$ cat src/rtl/bit_deposit_pkg.sv
package bit_deposit_pkg;
  typedef enum logic [1:0] {
    MODE_REAL = 2'd0,
    MODE_V86  = 2'd1,
    MODE_PROT = 2'd2,
    MODE_LONG = 2'd3
  } cpu_mode_e;
endpackage

$ cat src/rtl/bit_deposit_decode.sv
module bit_deposit_decode
  import bit_deposit_pkg::*;
(
  input  logic [1:0] mode_i,
  input  logic       wide_i,
  input  logic       vlen_i,
  output logic       fault_o,
  output logic       wide_op_o
);
  cpu_mode_e mode;
  assign mode = cpu_mode_e'(mode_i);

  always_comb begin
    fault_o   = vlen_i || (mode == MODE_REAL) || (mode == MODE_V86);
    wide_op_o = (mode == MODE_LONG) && wide_i;
  end
endmodule

$ cat src/rtl/bit_deposit_scatter.sv
module bit_deposit_scatter #(
  parameter int W = 64
) (
  input  logic [W-1:0] src_i,
  input  logic [W-1:0] mask_i,
  output logic [W-1:0] dst_o
);
  localparam int IW = (W > 1) ? $clog2(W) : 1;

  // rank[b] = count of set mask bits strictly below position b
  logic [IW-1:0] rank [W];

  for (genvar b = 0; b < W; b++) begin : g_pos
    if (b == 0) begin : g_first
      assign rank[b] = '0;
    end else begin : g_rest
      assign rank[b] = rank[b-1] + IW'(mask_i[b-1]);
    end
    assign dst_o[b] = mask_i[b] & src_i[rank[b]];
  end
endmodule

$ cat src/rtl/bit_deposit_unit.sv
module bit_deposit_unit #(
  parameter int XLEN     = 64,
  parameter int NARROW_W = 32
) (
  input  logic            clk_i,
  input  logic            rst_ni,
  input  logic            valid_i,
  input  logic [XLEN-1:0] data_i,
  input  logic [XLEN-1:0] mask_i,
  input  logic [1:0]      mode_i,
  input  logic            wide_i,
  input  logic            vlen_i,
  output logic            valid_o,
  output logic [XLEN-1:0] result_o,
  output logic            fault_o
);
  localparam int UPPER_W = XLEN - NARROW_W;

  logic            fault_c, wide_op;
  logic [XLEN-1:0] mask_eff, res_c;

  bit_deposit_decode u_decode (
    .mode_i    (mode_i),
    .wide_i    (wide_i),
    .vlen_i    (vlen_i),
    .fault_o   (fault_c),
    .wide_op_o (wide_op)
  );

  // narrow op: clearing upper mask bits also keeps upper data unreachable
  if (UPPER_W > 0) begin : g_gate
    assign mask_eff = {mask_i[XLEN-1:NARROW_W] & {UPPER_W{wide_op}},
                       mask_i[NARROW_W-1:0]};
  end else begin : g_nogate
    assign mask_eff = mask_i;
  end

  bit_deposit_scatter #(.W(XLEN)) u_scatter (
    .src_i  (data_i),
    .mask_i (mask_eff),
    .dst_o  (res_c)
  );

  always_ff @(posedge clk_i or negedge rst_ni) begin
    if (!rst_ni) begin
      valid_o  <= 1'b0;
      fault_o  <= 1'b0;
      result_o <= '0;
    end else begin
      valid_o  <= valid_i && !fault_c;
      fault_o  <= valid_i && fault_c;
      result_o <= (valid_i && !fault_c) ? res_c : '0;
    end
  end
endmodule

$ cat config.mk
export PLATFORM = sky130hd
export DESIGN_NAME = bit_deposit_unit
export DESIGN_NICKNAME = d
export VERILOG_FILES = /design/src/rtl/bit_deposit_pkg.sv /design/src/rtl/bit_deposit_decode.sv /design/src/rtl/bit_deposit_scatter.sv /design/src/rtl/bit_deposit_unit.sv
export SDC_FILE = /design/constraint.sdc
export NUM_CORES = 2
export LEC_CHECK = 0
export BUFFER_PORTS_ARGS = -buffer_cell sky130_fd_sc_hd__clkbuf_2
export CORE_MARGIN = 10
export CORE_UTILIZATION = 38
export CTS_BUF_LIST = sky130_fd_sc_hd__clkbuf_4 sky130_fd_sc_hd__clkbuf_8 sky130_fd_sc_hd__clkbuf_16
export DETAILED_ROUTE_END_ITERATION = 16
export PLACE_DENSITY_LB_ADDON = 0.12
export SETUP_SLACK_MARGIN = 0.15
export SLEW_MARGIN = 20
export SYNTH_ARGS = -nofsm -noshare
export SYNTH_HDL_FRONTEND = slang
export SYNTH_SLANG_ARGS = --single-unit
export TNS_END_PERCENT = 30
$ cat constraint.sdc
create_clock -name clk_i -period 1.1 [get_ports clk_i]
set_input_delay 0.11 -clock clk_i [delete_from_list [all_inputs] [get_ports clk_i]]
set_output_delay 0.11 -clock clk_i [all_outputs]
set_load 0.03 [all_outputs]
==> impl_metrics.csv <==
group,metric,value,unit
global_route,grt_antenna_before_repair,2,
sta,slew_headroom,0.605,
synth,yosysWarnings,0,
placement,placed_area,0.0571,mm²
run_status,status,"finished with violations",
synth,synth-seq-cells,66,
critical_path,cp_max_fo,8,
run_status,violations,"setup timing",
clocking,cts_made_buffers,9,
route,vias,42374,
layout,design_area,0.0597,mm²
synth,avgSynthCellArea,11.2,µm²
critical_path,critPathRequiredTime,1.47,ns
clocking,cts.sinks,66,
layout,fill_cells,9954,
global_route,grt_first_pass_wirelength,300000,µm
critical_path,path_common_cell,"ha_4",
synth,synth_area_leaders,"mux4_2 50%, mux2i_1 6.9%, clkbuf_1 5.8%",
min_path,min_path_type,"in2reg",
route,first_iter_violations,5385,
die,io_pins,201,
clocking,tritoncts,"yes",
sta,setup_viol,111,
critical_path,crit_arrival,17.86,ns
route,totalWireLength,206000,µm
layout,multi_input_area,0.0420,mm²
die,core,0.113,mm²
layout,final_util,0.528,
critical_path,startpoint_type,"input port",
placement,gp_congestion,0.968,
sta,fin_ws,-16.39,ns
sta,finalCritPeriodShare,15.9,
clocking,path_clk_slew,0.09,ns
synth,syn-num-nets,4132,
synth,synth_cells,3873,
route,wl_per_cell,33.0,µm
synth,synth_ff_type,"dfrtp_1",
synth,async_flop_share,1.00,
synth,yosysTopAreaCell,"mux4_2",
critical_path,cpPeakStageDelay,0.61,ns
global_route,globalRouteOverflowTotal,0,
critical_path,crit_type,"in2reg",
sta,tightest_slew,0.592,ns
layout,synthToLayoutAreaGrowth,37.4,%
synth,yosysMostFrequentCell,"mux4_2",
global_route,grt.total_usage,0.317,
die,fp.dieArea,0.128,mm²
sta,fin_crit,17.49,ns
die,rows,123,
route,drt_first_pass_iters,5,
die,die_x,358,µm
placement,dpl.hpwl,155000,µm
synth,ys_top_cells_by_count,"968 x mux4_2, 668 x clkbuf_1, 298 x mux2i_1",
placement,dp_slack,-17.29,ns
global_route,grt_pass1_vias,42613,
job,maxCapViolCount,0,
critical_path,end_kind,"flop",
sta,drv_slew,0,
route,antenna_left,0,
layout,drive_gt1_frac,0.641,
die,initial_core_util,0.384,
clocking,clock-root-buffer,"clkbuf_16",
synth,seq_area_frac_synth,0.0380,
sta,max_freq,0.0572,GHz
critical_path,cpMaxStageDelayCell,"fa_2",
clocking,clk_path_buf_depth,2,
synth,yosysUniqueCellTypes,79,
placement,portBuffers,200,
die,fp.dieH,358,µm
synth,syn_area,0.0434,mm²
synth,synth_edf_count,0,
global_route,grt_start_max_net_pins,67,
layout,regArea,0.00165,mm²
synth,netlist.area_leader.share,0.502,
clocking,htree_levels,3,
route,vias_per_cell,6.79,
sta,setup-tns-final,-592.91,ns
sta,hold_viol,0,
sta,rsz0062_at_grt,"yes",
layout,nNetsFinal,4994,
route,drc_errors,0,
## worst max-delay path, delay by kind of cell
kind / cells / cell delay, ns
XOR/XNOR: 9 / 1.74
adder cells (fa/ha/maj): 58 / 14.53
buffers and inverters: 2 / 0.28
multiplexers: 4 / 0.74
AND/OR/NAND/NOR: 4 / 0.41
## metal layers
metal	track usage	share of wire	up-vias	wire length, µm
met5	0	0.00015	-	30
met4	0.146	0.055	4	11300
met3	0.0811	0.11	587	23000
met2	0.498	0.46	3014	95000
met1	0.408	0.37	21534	76800
li1	-	-	17235	-
## state kept, by name, indices dropped and copies added (netlist names)
signal and count:
fault_o 1, result_o 64, valid_o 1
## path summary, 6_finish.rpt
kind	start	end	slack, ns	cells past startpoint
max in group asynchronous	rst_ni	result_o[44]	0.46	3
max	mask_i[2]	result_o[63]	-16.39	77
min	mask_i[1]	result_o[1]	0.02	3
min in group asynchronous	rst_ni	result_o[7]	0.21	3
## placed cells by master, fill, tap and decap left out, types with 22 or more instances in the layout
cell type      synthesis  final
mux2i_1              298    289
buf_6                  0     47
xnor2_2               19     73
a21oi_1               99     90
dfrtp_1               66     65
and2_1                54     52
o2111a_1              23     22
buf_4                  8   1144
xnor3_1               45     32
and3_1                39     34
nor2_1                94     85
mux2_2               108    100
nand3_1               73     68
xor2_2                 9     28
xnor2_1              179    112
nor2b_1               73     72
o21ai_0              102     85
nand2_1              269    266
dlygate4sd3_1          0     22
a211oi_2               1     24
buf_12                 0    163
xor2_1               105     78
ha_4                   0    110
clkbuf_2               0    113
buf_2                 10     62
o211ai_1              61     61
a211oi_1             139    116
mux4_2               968    968
## metrics by stage
step,hold WS [ns],instances
global route,0.0443,6239
global placement,0.173,6152
finish,0.0237,6240
CTS,0.0263,6223
floorplan,-0.186,3873
detailed placement,0.177,6152
## cells by family after synthesis
kind of cell | synth area share
buffers and inverters | 0.0644
XOR/XNOR | 0.107
flip-flops | 0.0380
AND/OR/NAND/NOR | 0.0770
adder cells (fa/ha/maj) | 0.0377
AO/OA/AOI/OAI | 0.0773
multiplexers | 0.599
## final cells by class
class / instances / area share
antenna: 1 / 0.0000419
clock buffer: 12 / 0.00426
clock inverter: 3 / 0.000671
inverter: 16 / 0.00101
multi-input combinational: 3073 / 0.704
sequential: 66 / 0.0277
tap: 1500 / 0.0315
timing repair buffer: 1569 / 0.231
## repair_timing
| item | in CTS | in global routing |
|---|---|---|
| gates resized for setup | 219 | 155 |
| endpoints found under the hold margin | 85 | 0 |
| pin swaps | 72 | 47 |
| hold buffers | 22 | 0 |
| setup buffers | 33 | 16 |
| setup endpoints to repair | 127 | 127 |
| cloned | 1 | 0 |
Power is left out: the tool's default activity adds up to more than one toggle a clock period on the data nets, which glitch-free logic cannot reach.
